===== config.mk =====
export PLATFORM = sky130hd
export DESIGN_NAME = store_delay_pipe
export DESIGN_NICKNAME = d
export VERILOG_FILES = /design/src/rtl/sdw_pkg.sv /design/src/rtl/sdw_merge.sv /design/src/rtl/sdw_pend.sv /design/src/rtl/sdw_load_rsp.sv /design/src/rtl/store_delay_pipe.sv
export SDC_FILE = /design/constraint.sdc
export NUM_CORES = 1
export LEC_CHECK = 0
export CAP_MARGIN = 15
export CELL_PAD_IN_SITES_DETAIL_PLACEMENT = 1
export CELL_PAD_IN_SITES_GLOBAL_PLACEMENT = 1
export CORE_MARGIN = 3
export CORE_UTILIZATION = 48
export CTS_CLUSTER_SIZE = 10
export DETAILED_ROUTE_END_ITERATION = 8
export DONT_BUFFER_PORTS = 1
export MAX_ROUTING_LAYER = met4
export PLACE_DENSITY = 0.89
export SLEW_MARGIN = 40
export SYNTH_ARGS = -nofsm -noshare
export SYNTH_HDL_FRONTEND = slang
export SYNTH_SLANG_ARGS = --single-unit

===== constraint.sdc =====
create_clock -name clk -period 2.2 [get_ports clk]
set_input_delay 0.44 -clock clk [delete_from_list [all_inputs] [get_ports clk]]
set_output_delay 0.44 -clock clk [all_outputs]
set_load 0.05 [all_outputs]

===== src/rtl/sdw_pkg.sv =====
package sdw_pkg;

   typedef enum logic [2:0] {
      OP_IDLE,
      OP_LD_HIT,
      OP_LD_MISS,
      OP_ST_HIT,
      OP_ST_MISS
   } op_e;

   function automatic op_e classify(input logic v, input logic st, input logic hit);
      if (!v)
         return OP_IDLE;
      if (st)
         return hit ? OP_ST_HIT : OP_ST_MISS;
      return hit ? OP_LD_HIT : OP_LD_MISS;
   endfunction

   function automatic logic is_miss(input op_e op);
      return (op == OP_LD_MISS) || (op == OP_ST_MISS);
   endfunction

endpackage


===== src/rtl/sdw_merge.sv =====
module sdw_merge #(
   parameter int DATA_W = 32,
   localparam int BE_W = DATA_W / 8
) (
   input  logic [DATA_W-1:0] base,
   input  logic [DATA_W-1:0] over,
   input  logic [BE_W-1:0]   be,
   input  logic              sel,
   output logic [DATA_W-1:0] merged
);

   for (genvar b = 0; b < BE_W; b++) begin : g_byte
      assign merged[8*b +: 8] = (sel && be[b]) ? over[8*b +: 8] : base[8*b +: 8];
   end

endmodule


===== src/rtl/sdw_pend.sv =====
module sdw_pend
   import sdw_pkg::*;
#(
   parameter int WORD_W      = 14,
   parameter int DATA_W      = 32,
   parameter int SHARED_PORT = 1,
   localparam int BE_W = DATA_W / 8
) (
   input  logic              clk,
   input  logic              rst_n,
   input  op_e               op,
   input  logic [WORD_W-1:0] in_word,
   input  logic [DATA_W-1:0] in_data,
   input  logic [BE_W-1:0]   in_be,
   output logic              pend_v,
   output logic [WORD_W-1:0] pend_word,
   output logic [DATA_W-1:0] pend_data,
   output logic [BE_W-1:0]   pend_be,
   output logic              commit
);

   logic port_free;

   if (SHARED_PORT != 0) begin : g_shared
      assign port_free = (op != OP_LD_HIT);
   end else begin : g_split
      assign port_free = 1'b1;
   end

   assign commit = pend_v && port_free;

   always_ff @(posedge clk or negedge rst_n) begin
      if (!rst_n) begin
         pend_v    <= 1'b0;
         pend_word <= '0;
         pend_data <= '0;
         pend_be   <= '0;
      end else if (op == OP_ST_HIT) begin
         pend_v    <= 1'b1;
         pend_word <= in_word;
         pend_data <= in_data;
         pend_be   <= in_be;
      end else if (commit) begin
         pend_v    <= 1'b0;
      end
   end

   // a hitting store is parked for the next cycle
   p_store_parked_r2: assert property (@(posedge clk) disable iff (!rst_n)
      (op == OP_ST_HIT) |=> (pend_v && pend_word == $past(in_word)
                             && pend_data == $past(in_data) && pend_be == $past(in_be)));

   // an occupied slot is released when a new store hits
   p_overlap_r3: assert property (@(posedge clk) disable iff (!rst_n)
      (op == OP_ST_HIT && pend_v) |-> commit);

   // a miss leaves the slot empty
   p_drain_r7: assert property (@(posedge clk) disable iff (!rst_n)
      is_miss(op) |=> !pend_v);

   // an uncommitted entry is kept intact
   p_no_loss_r6: assert property (@(posedge clk) disable iff (!rst_n)
      (pend_v && !commit) |=> (pend_v && $stable(pend_data) && $stable(pend_be)
                               && $stable(pend_word)));

   if (SHARED_PORT != 0) begin : g_chk_shared
      // loads leave the slot untouched
      p_load_holds_r4: assert property (@(posedge clk) disable iff (!rst_n)
         (op == OP_LD_HIT) |=> ($stable(pend_v) && $stable(pend_word)
                                && $stable(pend_data) && $stable(pend_be)));
   end else begin : g_chk_split
      // loads never occupy the slot
      p_load_empty_r4: assert property (@(posedge clk) disable iff (!rst_n)
         (op == OP_LD_HIT) |=> !pend_v);
   end

endmodule


===== src/rtl/sdw_load_rsp.sv =====
module sdw_load_rsp
   import sdw_pkg::*;
#(
   parameter int WORD_W = 14,
   parameter int DATA_W = 32,
   localparam int BE_W = DATA_W / 8
) (
   input  logic              clk,
   input  logic              rst_n,
   input  op_e               op,
   input  logic [WORD_W-1:0] req_word,
   input  logic [DATA_W-1:0] arr_rdata,
   input  logic              pend_v,
   input  logic [WORD_W-1:0] pend_word,
   input  logic [DATA_W-1:0] pend_data,
   input  logic [BE_W-1:0]   pend_be,
   output logic              rsp_valid,
   output logic [DATA_W-1:0] rsp_data
);

   logic              fwd_sel;
   logic [DATA_W-1:0] fwd_word;

   assign fwd_sel = pend_v && (pend_word == req_word);

   sdw_merge #(.DATA_W(DATA_W)) u_merge (
      .base   (arr_rdata),
      .over   (pend_data),
      .be     (pend_be),
      .sel    (fwd_sel),
      .merged (fwd_word)
   );

   always_ff @(posedge clk or negedge rst_n) begin
      if (!rst_n) begin
         rsp_valid <= 1'b0;
         rsp_data  <= '0;
      end else begin
         rsp_valid <= (op == OP_LD_HIT);
         if (op == OP_LD_HIT)
            rsp_data <= fwd_word;
      end
   end

   // every load hit is answered one cycle later
   p_rsp_follows_r9: assert property (@(posedge clk) disable iff (!rst_n)
      (op == OP_LD_HIT) |=> rsp_valid);

   // nothing else produces a response
   p_no_stray_rsp_r8: assert property (@(posedge clk) disable iff (!rst_n)
      (op != OP_LD_HIT) |=> !rsp_valid);

endmodule


===== src/rtl/store_delay_pipe.sv =====
module store_delay_pipe
   import sdw_pkg::*;
#(
   parameter int ADDR_W      = 16,
   parameter int DATA_W      = 32,
   parameter int INDEX_W     = 6,
   parameter int SHARED_PORT = 1,
   localparam int BE_W     = DATA_W / 8,
   localparam int OFFSET_W = $clog2(BE_W),
   localparam int WORD_W   = ADDR_W - OFFSET_W
) (
   input  logic               clk,
   input  logic               rst_n,
   input  logic               req_valid,
   input  logic               req_store,
   input  logic [ADDR_W-1:0]  req_addr,
   input  logic [DATA_W-1:0]  req_wdata,
   input  logic [BE_W-1:0]    req_be,
   input  logic               tag_hit,
   output logic [INDEX_W-1:0] rd_index,
   input  logic [DATA_W-1:0]  arr_rdata,
   output logic               dwr_en,
   output logic [INDEX_W-1:0] dwr_index,
   output logic [DATA_W-1:0]  dwr_data,
   output logic [BE_W-1:0]    dwr_be,
   output logic               rsp_valid,
   output logic [DATA_W-1:0]  rsp_data,
   output logic               miss_valid,
   output logic [ADDR_W-1:0]  miss_addr,
   output logic               miss_store
);

   if (DATA_W < 16 || (DATA_W % 8) != 0) begin : g_bad_data_w
      $error("store_delay_pipe: DATA_W must be a multiple of 8, at least 16");
   end
   if ((BE_W & (BE_W - 1)) != 0) begin : g_bad_be_w
      $error("store_delay_pipe: DATA_W/8 must be a power of two");
   end
   if (INDEX_W < 1 || INDEX_W + OFFSET_W >= ADDR_W) begin : g_bad_index_w
      $error("store_delay_pipe: INDEX_W must leave at least one tag bit");
   end
   if (SHARED_PORT != 0 && SHARED_PORT != 1) begin : g_bad_port
      $error("store_delay_pipe: SHARED_PORT must be 0 or 1");
   end

   op_e               op;
   logic [WORD_W-1:0] req_word;
   logic              pend_v;
   logic [WORD_W-1:0] pend_word;
   logic [DATA_W-1:0] pend_data;
   logic [BE_W-1:0]   pend_be;
   logic              commit;

   assign op       = classify(req_valid, req_store, tag_hit);
   assign req_word = req_addr[ADDR_W-1:OFFSET_W];
   assign rd_index = req_word[INDEX_W-1:0];

   sdw_pend #(
      .WORD_W      (WORD_W),
      .DATA_W      (DATA_W),
      .SHARED_PORT (SHARED_PORT)
   ) u_pend (
      .clk       (clk),
      .rst_n     (rst_n),
      .op        (op),
      .in_word   (req_word),
      .in_data   (req_wdata),
      .in_be     (req_be),
      .pend_v    (pend_v),
      .pend_word (pend_word),
      .pend_data (pend_data),
      .pend_be   (pend_be),
      .commit    (commit)
   );

   sdw_load_rsp #(
      .WORD_W (WORD_W),
      .DATA_W (DATA_W)
   ) u_rsp (
      .clk       (clk),
      .rst_n     (rst_n),
      .op        (op),
      .req_word  (req_word),
      .arr_rdata (arr_rdata),
      .pend_v    (pend_v),
      .pend_word (pend_word),
      .pend_data (pend_data),
      .pend_be   (pend_be),
      .rsp_valid (rsp_valid),
      .rsp_data  (rsp_data)
   );

   assign dwr_en     = commit;
   assign dwr_index  = pend_word[INDEX_W-1:0];
   assign dwr_data   = pend_data;
   assign dwr_be     = pend_be;

   assign miss_valid = is_miss(op);
   assign miss_addr  = req_addr;
   assign miss_store = req_store;

   // a miss with a parked store writes it out in the miss cycle
   p_miss_drains_r7: assert property (@(posedge clk) disable iff (!rst_n)
      (req_valid && !tag_hit && pend_v) |-> dwr_en);

   // a missing request is reported at once
   p_miss_flag_r8: assert property (@(posedge clk) disable iff (!rst_n)
      (req_valid && !tag_hit) |-> (miss_valid && miss_addr == req_addr));

   // a store is never written in its own tag-check cycle from an empty slot
   p_no_same_cycle_r2: assert property (@(posedge clk) disable iff (!rst_n)
      (!pend_v) |-> !dwr_en);

   if (SHARED_PORT != 0) begin : g_port_chk
      // the shared port is not written while a load reads it
      p_port_busy_r5: assert property (@(posedge clk) disable iff (!rst_n)
         (req_valid && !req_store && tag_hit) |-> !dwr_en);
   end

endmodule


==> results.cfg <==
[layout]
n_fill_cell = 773
drive_gt1_share_pct = 56.4
layout.cells.non_filler = 361
areaGrowthSynthToFinish_pct = 4.46
nets = 344
final_common_cell = mux2_2
final_cell_mix = 112 x mux2_2, 84 x dfrtp_1, 14 x xnor2_1
fin_util_pct = 52.2
antenna_cells = 0

[sta]
fin_setup_tns_ps = 0
max_freq_ghz = 0.491
fin_skew_ps = 7.58
whs_ps = -224
layout_setup_ws_ps = 164
slew_headroom_pct = 63.1
fin_crit_sh_pct = 92.5
period_needed_ps = 2040
finalHoldViolCount = 84
worstMarginPinSlew_ps = 553
rsz0062_at_grt = no
setup_viol = 0
slew_violations = 0

[drt]
drc = 0
routed_wirelength_um = 8230
drt_iter0_drc = 47
wl_per_cell_um = 22.8
viasPerCell = 5.58
vias = 2016
postRouteAntennaNets = 0
drtPass1Iterations = 3

[global_route]
grt_overflow = 0
busiest_layer = met2
grt_pass1_wl_um = 11700
grtUsageMet1_pct = 18.0
grt_max_degree = 85
grtUsageMet3_pct = 9.77
grt_pass1_vias = 2286
grt_use_total_pct = 17.9
grtUsageMet2_pct = 30.3
antenna_found_initial = 0

[logic_synthesis]
yosysSeqAreaShare_pct = 53.9
synth_cell_types = 19
yosys.area_share.adder_pct = 0.321
synth_top_family_by_area = multiplexers
synth_simple_gate_area_share_pct = 3.01
synth_seq_cells = 84
synth_xor_area_share_pct = 3.14
synth_cells = 268
syn_avg_cell_area_um2 = 14.6
syn_area_um2 = 3900
synth_fp_nets = 358
synth.area.top_cells = dfrtp_1 54%, mux2_2 32%, buf_4 5.8%, xnor2_1 3.1%, nand2_2 0.64%
synth_compound_area_share_pct = 0
synthMuxAreaShare_pct = 32.9
yosys_warnings = 0
yosysTopAreaCell = dfrtp_1
yosysTopAreaCellShare_pct = 53.9

[placement]
place.gp.congestion = 0.703
hpwlAfterDp_um = 6140
io_buffer_count = 0
placedCellCount = 345
pre_cts_ws_ps = -102

[critical_path]
required_ps = 1760
startpoint_type = input port
cp.arrival_ps = 1600
rr_worst_depth = 6
cp_max_fo = 12
endpoint_kind = output pin
path_class = input port to output pin

[job]
cap_viol_max_count = 0

[die]
rows = 32
chipWidth_um = 96.2
start_util_pct = 50.0
ios = 189
core_area_um2 = 7810
die_h_um = 96.2
die-area_um2 = 9250

[pwr]
leakage_uw = 0.00172
irDropWorstVdd_v = 0.000602
powerDensity_nw_per_um2 = 1320

[run_status]
status = complete, but fails checks
violations = negative hold slack

[clock_tree]
cts_setup_buffers = 0
h-tree-depth = 3
cts_tree = built
path_clk_slew_ps = 90
cts_buffer_depth = 2
ctsResizeCount = 0
cts_buffers = 9
root_buffer = clkbuf_8
clock_sinks = 84
insertion_delay_ps = 350

[worst_hold_path]
hp-class = input port to asynchronous set/reset pin
==> kinds of logic (layout without fill, tap and decap cells) <==
kind of cell | after synthesis | count (layout)
buffers and inverters | 39 | 30
and+or+nand+nor | 16 | 16
muxes | 114 | 114
xor gates and xnor gates | 14 | 14
DFF | 84 | 84
adders and majority gates | 1 | 1
==> cells in the mapped netlist <==
| master | n |
|---|---|
| nand4b_1 | 1 |
| and4bb_1 | 1 |
| inv_1 | 1 |
| buf_2 | 3 |
| nor2b_1 | 2 |
| nor2_1 | 1 |
| mux2_2 | 112 |
| nor3_1 | 1 |
| dfrtp_1 | 84 |
| clkbuf_1 | 2 |
| xnor2_1 | 14 |
| mux2_1 | 2 |
| buf_1 | 3 |
| ha_1 | 1 |
| nand4_1 | 4 |
| nand2_1 | 1 |
| buf_4 | 30 |
| nand2_2 | 4 |
| nor4_4 | 1 |
==> critical path, stage by stage <==
cell and delay, ps:
inv_1 30, ha_1 280, and4bb_2 360, buf_4 230
nor2b_2 60, buf_4 190
==> power by group <==
group,switching [uW],leakage [uW],internal (uW)
Combinational,336,0.000630,512
Sequential,1530,0.00100,1920
Clock,545,0.0000862,529
Total,2410,0.00172,2960
==> layer usage <==
metal  part of all wire (%)  vias to the layer above
li1                       -                      889
met1                     33                     1000
met2                     54                      118
met3                     12                        9
met4                    1.0                        0
met5                      0                        -
==> registers in the layout, indices dropped and copies added, names as in the netlist <==
signal	flops
u_pend.pend_v	1
u_rsp.rsp_data	32
u_pend.pend_word	14
u_pend.pend_be	4
u_rsp.rsp_valid	1
u_pend.pend_data	32
==> through the flow <==
step,total power (uW),hold slack [ps],area (um2)
floorplan,4220,144,3900
global placement,4270,146,3880
detailed placement,4350,146,3880
CTS,5440,-243,4080
global route,5630,-273,4080
finish,5360,-224,4080
==> path summary, 6_finish.rpt <==
check | from | to | slack, ps
worst max-delay path | tag_hit | dwr_en | 160
worst min-delay path | rst_n | u_rsp.rsp_data[17] | -220
worst max register to register | u_pend.pend_word[3] | u_rsp.rsp_data[2] | 330
worst min register to register | u_pend.pend_word[9] | u_pend.pend_word[9] | 530
max in group asynchronous | rst_n | u_pend.pend_word[12] | 2310
min in group clk | tag_hit | u_pend.pend_v | 220
==> cell type report <==
| class | instances | area, um2 | area share (%) |
|---|---|---|---|
| inverters | 1 | 3.75 | 0.0921 |
| clock buffers | 11 | 131 | 3.22 |
| repair buffers | 13 | 110 | 2.70 |
| clock inverters | 5 | 61.3 | 1.50 |
| flip-flops and latches | 84 | 2100 | 51.6 |
| multi-input cells | 145 | 1540 | 37.8 |
| well taps | 102 | 128 | 3.13 |
(Power assumes the default switching activity.)
